[config.mk]
export PLATFORM = sky130hd
export DESIGN_NAME = ptr_mangler
export DESIGN_NICKNAME = d
export VERILOG_FILES = /design/src/rtl/ptr_mangle_pkg.sv /design/src/rtl/base_table.sv /design/src/rtl/addr_xform.sv /design/src/rtl/ptr_mangler.sv
export SDC_FILE = /design/constraint.sdc
export NUM_CORES = 1
export LEC_CHECK = 0
export ABC_CLOCK_PERIOD_IN_PS = 8410
export BUFFER_PORTS_ARGS = -buffer_cell sky130_fd_sc_hd__buf_2
export CORE_MARGIN = 2
export CORE_UTILIZATION = 50
export DETAILED_ROUTE_END_ITERATION = 10
export GPL_TIMING_DRIVEN = 0
export PLACE_DENSITY = 0.75
export RECOVER_POWER = 50
export SLEW_MARGIN = 40
export SYNTH_ARGS = -nofsm -noshare
export SYNTH_HDL_FRONTEND = slang
export SYNTH_SLANG_ARGS = --single-unit
export TNS_END_PERCENT = 20
[constraint.sdc]
create_clock -name clk -period 8.41 [get_ports clk]
set_input_delay 1.682 -clock clk [delete_from_list [all_inputs] [get_ports clk]]
set_output_delay 1.682 -clock clk [all_outputs]
set_load 0.01 [all_outputs]
[src/rtl/ptr_mangle_pkg.sv]
package ptr_mangle_pkg;
   localparam int unsigned DEF_ADDR_W = 64;
   localparam int unsigned DEF_DOM_W  = 4;

   function automatic logic [DEF_ADDR_W-1:0] top_bit_mask();
      logic [DEF_ADDR_W-1:0] m;
      m = '0;
      m[DEF_ADDR_W-1] = 1'b1;
      return m;
   endfunction
endpackage

[src/rtl/base_table.sv]
module base_table #(
   parameter int unsigned DATA_W = 64,
   parameter int unsigned IDX_W  = 4
) (
   input  logic              clk,
   input  logic              rst_n,
   input  logic              wr_en,
   input  logic [IDX_W-1:0]  wr_idx,
   input  logic [DATA_W-1:0] wr_data,
   input  logic [IDX_W-1:0]  rd_idx,
   output logic [DATA_W-1:0] rd_data
);
   localparam int unsigned DEPTH = 1 << IDX_W;

   logic [DATA_W-1:0] ent [DEPTH];

   generate
      if (IDX_W < 1 || IDX_W > 8) begin : g_bad_idx
         $error("base_table: IDX_W out of range");
      end
      for (genvar i = 0; i < DEPTH; i++) begin : g_ent
         always_ff @(posedge clk) begin
            if (!rst_n)
               ent[i] <= '0;
            else if (wr_en && wr_idx == IDX_W'(i))
               ent[i] <= wr_data;
         end
      end
   endgenerate

   // Read reflects the stored value, so a same-cycle write is not visible yet.
   assign rd_data = ent[rd_idx];

   // a write lands in its entry by the next cycle
   p_write_lands_r6: assert property (@(posedge clk) disable iff (!rst_n)
      $past(wr_en && rst_n) |-> ent[$past(wr_idx)] == $past(wr_data));

   // entries are zero right after reset
   p_reset_zero_r1: assert property (@(posedge clk)
      $past(!rst_n) |-> rd_data == '0);
endmodule

[src/rtl/addr_xform.sv]
module addr_xform #(
   parameter int unsigned ADDR_W     = 64,
   parameter bit          CLEAR_FLAG = 1'b1
) (
   input  logic [ADDR_W-1:0] ptr,
   input  logic [ADDR_W-1:0] base,
   output logic [ADDR_W-1:0] addr
);
   localparam int unsigned FLAG_POS = ADDR_W - 1;

   logic              is_local;
   logic [ADDR_W-1:0] stripped;

   assign is_local = ptr[FLAG_POS];

   generate
      if (ADDR_W < 2) begin : g_bad_w
         $error("addr_xform: ADDR_W must be at least 2");
      end
      if (CLEAR_FLAG) begin : g_strip
         assign stripped = {1'b0, ptr[FLAG_POS-1:0]};
      end else begin : g_keep
         assign stripped = ptr;
      end
   endgenerate

   always_comb begin
      if (is_local)
         addr = stripped ^ base;
      else
         addr = ptr;
   end

   // global pointers are untouched
   always_comb begin
      if (!is_local)
         a_global_same_r3: assert (addr == ptr);
   end
endmodule

[src/rtl/ptr_mangler.sv]
module ptr_mangler
   import ptr_mangle_pkg::*;
#(
   parameter int unsigned ADDR_W = DEF_ADDR_W,
   parameter int unsigned DOM_W  = DEF_DOM_W
) (
   input  logic              clk,
   input  logic              rst_n,
   input  logic              in_valid,
   input  logic [ADDR_W-1:0] in_ptr,
   input  logic [DOM_W-1:0]  in_dom,
   input  logic              wr_en,
   input  logic [DOM_W-1:0]  wr_dom,
   input  logic [ADDR_W-1:0] wr_base,
   output logic              out_valid,
   output logic [ADDR_W-1:0] out_addr
);
   localparam int unsigned FLAG_POS = ADDR_W - 1;

   logic [ADDR_W-1:0] cur_base;
   logic [ADDR_W-1:0] eff_addr;

   base_table #(.DATA_W(ADDR_W), .IDX_W(DOM_W)) u_tab (
      .clk     (clk),
      .rst_n   (rst_n),
      .wr_en   (wr_en),
      .wr_idx  (wr_dom),
      .wr_data (wr_base),
      .rd_idx  (in_dom),
      .rd_data (cur_base)
   );

   addr_xform #(.ADDR_W(ADDR_W), .CLEAR_FLAG(1'b1)) u_xf (
      .ptr  (in_ptr),
      .base (cur_base),
      .addr (eff_addr)
   );

   always_ff @(posedge clk) begin
      if (!rst_n) begin
         out_valid <= 1'b0;
         out_addr  <= '0;
      end else begin
         out_valid <= in_valid;
         if (in_valid)
            out_addr <= eff_addr;
      end
   end

   // valid is delayed by exactly one cycle
   p_valid_delay_r2: assert property (@(posedge clk) disable iff (!rst_n)
      out_valid == ($past(in_valid) && $past(rst_n)));

   // global pointer leaves the block unchanged
   p_global_pass_r3: assert property (@(posedge clk) disable iff (!rst_n)
      $past(rst_n && in_valid && !in_ptr[FLAG_POS]) |-> out_addr == $past(in_ptr));

   // local pointer output keeps flag only through base bit
   p_local_flag_r4: assert property (@(posedge clk) disable iff (!rst_n)
      $past(rst_n && in_valid && in_ptr[FLAG_POS]) |->
         out_addr[FLAG_POS] == $past(cur_base[FLAG_POS]));

   // idle cycles keep the last address
   p_hold_idle_r8: assert property (@(posedge clk) disable iff (!rst_n)
      $past(rst_n && !in_valid) |-> $stable(out_addr));
endmodule

# Yosys cells after proc, flatten, opt, wreduce, memory -nomap -nowiden
# Memories as Yosys holds them, arrays and structs flattened.
# Cells that the tools add are included.
# W data, S select, Z words.
# op_classes
magnitude_cmp,0
bitwise_logic,17
n_mux,66
shift,0
mul,0
eq_ne,15
div_mod_pow,0
n_reduce_logical,17
n_addsub,0
# ops
cell,n
$mux W64,17
$xor A63 B64 Y64,1
$mux W1,49
$eq A4 B4 Y1 const B,8
$eq A4 B3 Y1 const B,4
$logic_and A1 B1 Y1,16
$or A1 B1 Y1,16
$eq A4 B2 Y1 const B,2
$eq A4 B1 Y1 const B,1
$logic_not A4 Y1,1
# totals
latch_bits,0
regBits,65
in_bits,140
out_inout_bits,65
rom_bits,0
wordCells,118
memories,1
ramBits,1024
# mem_list
memory,depth,word_bits,rd,rd_clocked_by_memory_dff,write_ports,line,source
u_tab.ent,16,64,1,0,16,base_table.sv:15,logic [DATA_W-1:0] ent [DEPTH];

# Depth between registers and ports, before layout
# Gate-level depths: netlist of the first run.
# logic_depth
word_depth,6
ltp_mapped,9
ltp_nobuf,5

# Cells and area by module
# A second synthesis of the first run with hierarchy kept.
# hier_totals
cells_unflattened,3133
area_unflattened_um2,49065.8
# by_module_without_submodules
module,area_per_inst_um2,seq_area_each_um2,cells_each,instances
base_table,45702.6,30749.5,2791,1
ptr_mangler,2489.9,1301.2,208,1
addr_xform,873.3,0.0,134,1

# Worst setup path before layout of the first run
# Ideal clock, no wire load.
# synth_path
path_type,input port to flip-flop
from,input port wr_dom[1]
to,memory u_tab.ent[0][0] (enable)
path_slack_ns,1.045
cell_stages,3
setup_time_ns,0.574
path_buffers,1
t_required_ns,7.836
arrival_time_ns,6.791
cell_sequence,or3b_1 > clkbuf_1 > o21ai_0
# synth_rtl
element,line,source
from (decl),ptr_mangler.sv:13,"input logic [DOM_W-1:0] wr_dom,"
to (decl),base_table.sv:15,

==> flow_metrics.py, run 1 <==
metrics = {
    "run_status": {
        "run_status": "finished with violations",
        "violations": "max-capacitance violations, max-slew violations",
    },
    "grt": {
        "grt_max_degree": 17,
        "grt_pass1_wl_um": 225900,
        "grt_pass1_vias": 33540,
        "grt_use_total_pct": 30.37,
        "grt_remaining_overflow": 0,
        "grt_antenna_before_repair": 20,
    },
    "placement": {
        "gp_congestion": 0.8604,
        "dpl.hpwl_um": 109900,
        "io_buffer_count": 202,
        "dpl.cell_count": 5353,
    },
    "route": {
        "ant_nets": 0,
        "drt-total-wl_um": 159200,
        "routed_via_density": 6.124,
        "via_count": 34120,
        "drc": 0,
        "firstDrtPassIters": 6,
        "wl_per_cell_um": 28.57,
        "drt_iter0_markers": 4864,
    },
    "worst_setup_path": {
        "cp.arrival_ns": 6.58,
        "worstSetupPathType": "in2reg",
        "rrSetupSlack_ns": 6.62,
        "r2r_end": "out_addr[63]",
        "path_max_fanout": 12,
        "critPathRequiredTime_ns": 8.85,
        "r2r_cells": 4,
        "endpoint_kind": "register",
        "rr_startpoint": "u_tab.ent[8][63]",
        "critPathLaunchType": "input port",
    },
    "power_and_ir_drop": {
        "internal_power_uw": 9342,
        "p_comb_share_pct": 9.0,
        "leakagePower_uw": 0.02154,
        "clockPowerShare_pct": 39.2,
        "power_frac_seq_pct": 51.8,
        "p_sw_share_pct": 23.86,
        "switchingPower_uw": 2927,
        "pwr_density_cell_mw_per_mm2": 213.4,
        "vdd_drop_max_mv": 0.1656,
    },
    "sta": {
        "fin_tns_setup_ns": 0,
        "timing.fmax_ghz": 0.1629,
        "holdWs_ns": 0.4674,
        "setup_violations": 0,
        "worstMarginPinSlew_ns": 2.809,
        "finalCriticalPeriod_ns": 6.138,
        "rsz0062_at_grt": "no",
        "hold_violations": 0,
        "finalCritPeriodShare_pct": 72.98,
        "slew_headroom_pct": -89.24,
        "maxSlewViolCount": 194,
        "skew_ns": 0.02262,
    },
    "cts": {
        "cts_resized": 0,
        "clock-sinks": 1089,
        "cts-buffers-inserted": 111,
        "clk_pin_slew_worst_paths_ns": 0.06,
        "hold_buffers": 0,
        "clock-root-buffer": "clkbuf_16",
        "cts.htree.levels": 3,
        "cts_tree": "yes",
        "cts_setup_buffers": 0,
        "clockBufferDepth": 3,
        "clkLatencyLatePin_ns": 0.70,
    },
    "hold_path": {
        "hp-class": "reg2reg",
        "min_to": "out_addr[63]",
        "min_from": "out_addr[63]",
        "min_path_cells": 2,
    },
    "synthesis": {
        "synth_edf_count": 1024,
        "yosys_warnings": 0,
        "synth_flop_cell": "edfxtp_1",
        "ys_types": 26,
        "syn_avg_cell_area_um2": 13.36,
        "yosysSeqAreaShare_pct": 63.79,
        "async_flop_share_pct": 0,
        "synth_nets": 3902,
        "yosysTopAreaCellShare_pct": 61.20,
        "synth.ff_latch_count": 1089,
        "yosysMostFrequentCell": "and2_1",
        "yosysTopAreaCell": "edfxtp_1",
        "yosys-top-cells-area": "edfxtp_1 61%, and2_1 13%, mux2i_1 10%, a22oi_1 2.8%, dfxtp_1 2.6%",
        "ys_top_cells_by_count": "1026 x and2_1, 1024 x edfxtp_1, 504 x mux2i_1",
        "syn_inst": 3762,
        "syn_area_mm2": 0.05024,
    },
    "floorplan": {
        "coreArea_mm2": 0.09986,
        "dieArea_mm2": 0.1030,
        "die_w_um": 321.0,
        "ios": 205,
        "row_count": 116,
        "initial_utilization_pct": 50.31,
        "fp.dieH_um": 321.0,
    },
    "finish": {
        "layout-drive-gt1-share_pct": 10.64,
        "fin_cells": 5571,
        "multi_input_area_mm2": 0.01681,
        "fin_nets": 4309,
        "fill_cells": 7848,
        "regArea_mm2": 0.03205,
        "area_growth_pct": 14.43,
    },
    "run": {
        "drv_cap": 23,
    },
}
[metrics by stage]
step / total power, µW / setup slack, ns / cell area (µm²) / util [%]
after CTS: 12270 / 4.395 / 58200 / 58.28
after global routing: 12530 / 2.471 / 57460 / 57.54
after detailed placement: 7571 / 3.701 / 54710 / 54.79
after floorplan: 7051 / 1.045 / 50240 / -
after global placement: 7515 / -4.233 / 52880 / 52.95
final: 12270 / 2.272 / 57490 / 57.58
[placed cells by master (no fill, tap or decap), drive strengths merged]
| cell type | n |
|---|---|
| clkinv | 53 |
| inv | 3 |
| a311o | 63 |
| clkbuf | 486 |
| nand2 | 66 |
| and2 | 1026 |
| nand2b | 2 |
| or3b | 2 |
| a21oi | 126 |
| and3 | 63 |
| mux4 | 5 |
| diode | 17 |
| buf | 270 |
| nand3 | 128 |
| dfxtp | 65 |
| o21ai | 16 |
| bufinv | 8 |
| nand4 | 1 |
| nor2b | 3 |
| edfxtp | 1024 |
| clkinvlp | 4 |
| a22oi | 189 |
| and3b | 63 |
| nor2 | 17 |
| nand3b | 68 |
| or2 | 1 |
| mux2i | 504 |
[registers in the layout, indices dropped and copies added (netlist names)]
signal,count
u_tab.ent,1024
out_valid,1
out_addr,64
[power by group through the flow]
| stage | combinational, µW | sequential [µW] | clock (µW) |
|---|---|---|---|
| 6_report | 1100 | 6350 | 4810 |
| 5_1_grt | 1150 | 6380 | 5000 |
| 4_1_cts | 1120 | 6350 | 4800 |
| 3_5_place_dp | 1110 | 6460 | 0 |
| 3_3_place_gp | 977 | 6540 | 0 |
| 2_1_floorplan | 563 | 6490 | 0 |
[metal layers]
layer | track usage (%) | wire length [µm] | part of all wire (%)
met5 | 0 | 46 | 0.029
met4 | 13.55 | 7734 | 4.9
met3 | 7.682 | 19760 | 12
met2 | 46.79 | 71090 | 45
met1 | 40.78 | 60540 | 38
[worst max-delay path by stage]
stage	from	endpoint	slack [ns]	depth (start not counted)
final	rst_n	u_tab.ent[10][55]	2.27	7
after global routing	rst_n	u_tab.ent[10][9]	2.47	7
after CTS	rst_n	u_tab.ent[9][12]	4.39	9
after detailed placement	rst_n	u_tab.ent[9][19]	3.70	9
after global placement	wr_dom[1]	u_tab.ent[12][21]	-4.23	4
after floorplan	wr_dom[1]	u_tab.ent[0][0]	1.04	3
[final cells by class]
type	instances	area share, %
Buffer	330	2.420
Sequential cell	1089	55.75
Timing Repair Buffer	294	3.639
Clock buffer	132	5.116
Antenna cell	17	0.07399
Multi-Input combinational cell	2343	29.24
Clock inverter	68	0.9445
Tap cell	1298	2.825
[critical path, cell delays in order]
cell,delay (ns)
clkbuf_1,0.51
clkbuf_1,1.01
clkbuf_1,0.59
o21ai_0,1.07
clkbuf_1,0.73
clkbuf_1,0.60
buf_8,0.34
[cells by family after synthesis]
family                 synth area share [%]
AOI/OAI and AO/OA                     5.494
muxes                                 10.27
DFF                                   63.79
buffers and inverters                 2.737
and+or+nand+nor                       17.71
Note: power is estimated with default switching activity, not from simulation.
==> run 2, diff against run 1 <==
- ABC_CLOCK_PERIOD_IN_PS: 8410 -> 5500
- PLACE_DENSITY: 0.75 -> 0.77
- clock period: 8.41 -> 5.5 ns (I/O delays scaled with it)
==> flow_metrics.py, run 2 (synthesized netlist as in run 1, its figures left out) <==
metrics = {
    "run_status": {
        "run_status": "finished with violations",
        "violations": "max-capacitance violations, max-slew violations",
    },
    "hold_path": {
        "min_path_cells": 2,
        "min_from": "out_addr[63]",
        "min_to": "out_addr[63]",
        "hp-class": "reg2reg",
    },
    "route": {
        "ant_nets": 0,
        "drt_iter0_markers": 5002,
        "drt-total-wl_um": 159100,
        "wl_per_cell_um": 28.58,
        "firstDrtPassIters": 8,
        "routed_via_density": 6.134,
        "via_count": 34150,
        "drc": 0,
    },
    "placement": {
        "dpl.hpwl_um": 109900,
        "dpl.cell_count": 5353,
        "gp_congestion": 0.8446,
        "io_buffer_count": 202,
    },
    "finish": {
        "fill_cells": 7784,
        "layout-drive-gt1-share_pct": 10.42,
        "layout_common_cells": "1024 x edfxtp_1, 728 x and2_1, 504 x mux2i_1",
        "utilization_pct": 57.59,
        "fin_cells": 5567,
        "regArea_mm2": 0.03205,
        "largestRegisters": "u_tab.ent (1024), out_addr (64), out_valid (1)",
        "largest-register": "u_tab.ent",
        "area_growth_pct": 14.47,
        "final_common_cell": "edfxtp_1",
        "multi_input_area_mm2": 0.01692,
        "largest_reg_flops": 1024,
        "fin_nets": 4306,
    },
    "cts": {
        "clockBufferDepth": 3,
        "cts_tree": "yes",
        "clkLatencyLatePin_ns": 0.71,
        "hold_buffers": 0,
        "clk_pin_slew_worst_paths_ns": 0.06,
        "cts.htree.levels": 3,
        "clock-sinks": 1089,
        "cts_setup_buffers": 0,
        "cts_resized": 0,
        "clock-root-buffer": "clkbuf_16",
        "cts-buffers-inserted": 109,
    },
    "floorplan": {
        "initial_utilization_pct": 50.31,
        "dieArea_mm2": 0.1030,
        "die_w_um": 321.0,
        "ios": 205,
        "fp.dieH_um": 321.0,
        "coreArea_mm2": 0.09986,
        "row_count": 116,
    },
    "power_and_ir_drop": {
        "total_power_uw": 18620,
        "leakagePower_uw": 0.02151,
        "vdd_drop_max_mv": 0.2791,
        "pwr_density_cell_mw_per_mm2": 323.8,
    },
    "sta": {
        "finalCriticalPeriod_ns": 4.504,
        "slew_headroom_pct": -82.51,
        "timing.fmax_ghz": 0.2220,
        "hold_violations": 0,
        "rsz0062_at_grt": "no",
        "maxSlewViolCount": 127,
        "worstMarginPinSlew_ns": 2.709,
        "skew_ns": 0.02430,
        "finalCritPeriodShare_pct": 81.88,
        "setup_violations": 0,
    },
    "worst_setup_path": {
        "rr_startpoint": "u_tab.ent[8][63]",
        "startpoint": "rst_n",
        "rrSetupSlack_ns": 3.69,
        "slowest_stage": "clkbuf_1",
        "endpoint_kind": "register",
        "r2r_end": "out_addr[63]",
        "worstSetupPathType": "in2reg",
        "path_max_fanout": 12,
        "r2r_cells": 4,
        "critPathRequiredTime_ns": 5.81,
        "max_stage_delay_ns": 0.76,
        "cp_common_cell": "clkbuf_1",
        "path_cells": "clkbuf_1 -> buf_2 -> clkbuf_1 -> o21ai_0 -> clkbuf_1 -> clkbuf_1 -> clkbuf_1",
        "cp.arrival_ns": 4.82,
        "critPathLaunchType": "input port",
    },
    "grt": {
        "grt_remaining_overflow": 0,
        "grt_pass1_wl_um": 227300,
        "grt_use_total_pct": 30.55,
        "grt_max_degree": 17,
        "grt_pass1_vias": 33570,
        "grt_antenna_before_repair": 24,
    },
    "run": {
        "drv_cap": 13,
    },
}
-- run 2: changes by cell type in the layout (fill, tap and decap cells not counted), moves of 8 or more --
cell,change
clkbuf_1,+17
clkinv_2,-11
and2_1,+8
o21ai_0,-10
and2_0,-8
o21ai_4,+10
-- run 2: routing by layer --
layer  up-vias  global-route usage [%]  part of all wire, %
met5         -                       0                0.044
met4        12                   13.12                  5.0
met3       464                   9.048                   13
met2      2357                   47.02                   45
met1     16740                   40.37                   37
li1      14580                       -                    -
-- run 2: worst max path at each step --
stage               depth (start not counted)                end  slack (ns)
finish                                      7   u_tab.ent[7][16]         1.0
global route                                6   u_tab.ent[7][16]        0.93
CTS                                        10   u_tab.ent[6][20]        1.94
detailed placement                         10   u_tab.ent[6][16]        1.21
global placement                            4  u_tab.ent[12][21]       -6.79
floorplan                                   3    u_tab.ent[0][0]       -1.28
-- run 2: critical path: cells and delay by family --
kind            cells  cell delay [ns]
buf+inv             6             3.10
compound gates      1             0.58
-- run 2: final cells by class --
class | instances | area share, %
Sequential cell | 1089 | 55.73
Multi-Input combinational cell | 2343 | 29.42
Clock buffer | 149 | 5.163
Timing Repair Buffer | 293 | 3.631
Tap cell | 1298 | 2.824
Buffer | 330 | 2.411
Clock inverter | 55 | 0.7789
Antenna cell | 10 | 0.04351
-- run 2: power breakdown --
group	total, µW	switching, µW	internal, µW
registers	9720	154	9560
clock network	7220	3210	4010
logic	1690	1130	557
-- run 2: metrics by stage --
| stage | setup TNS (ns) | hold WS, ns | instance area, µm² | worst slack [ns] |
|---|---|---|---|---|
| 2_1_floorplan | -1071.59 | 0.4912 | 50240 | -1.283 |
| 3_3_place_gp | -6180.84 | 0.4586 | 52880 | -6.788 |
| 3_5_place_dp | 0 | 0.4667 | 54680 | 1.211 |
| 4_1_cts | 0 | 0.4747 | 58100 | 1.937 |
| 5_1_grt | 0 | 0.5018 | 57500 | 0.9256 |
| 6_report | 0 | 0.4798 | 57510 | 0.9965 |
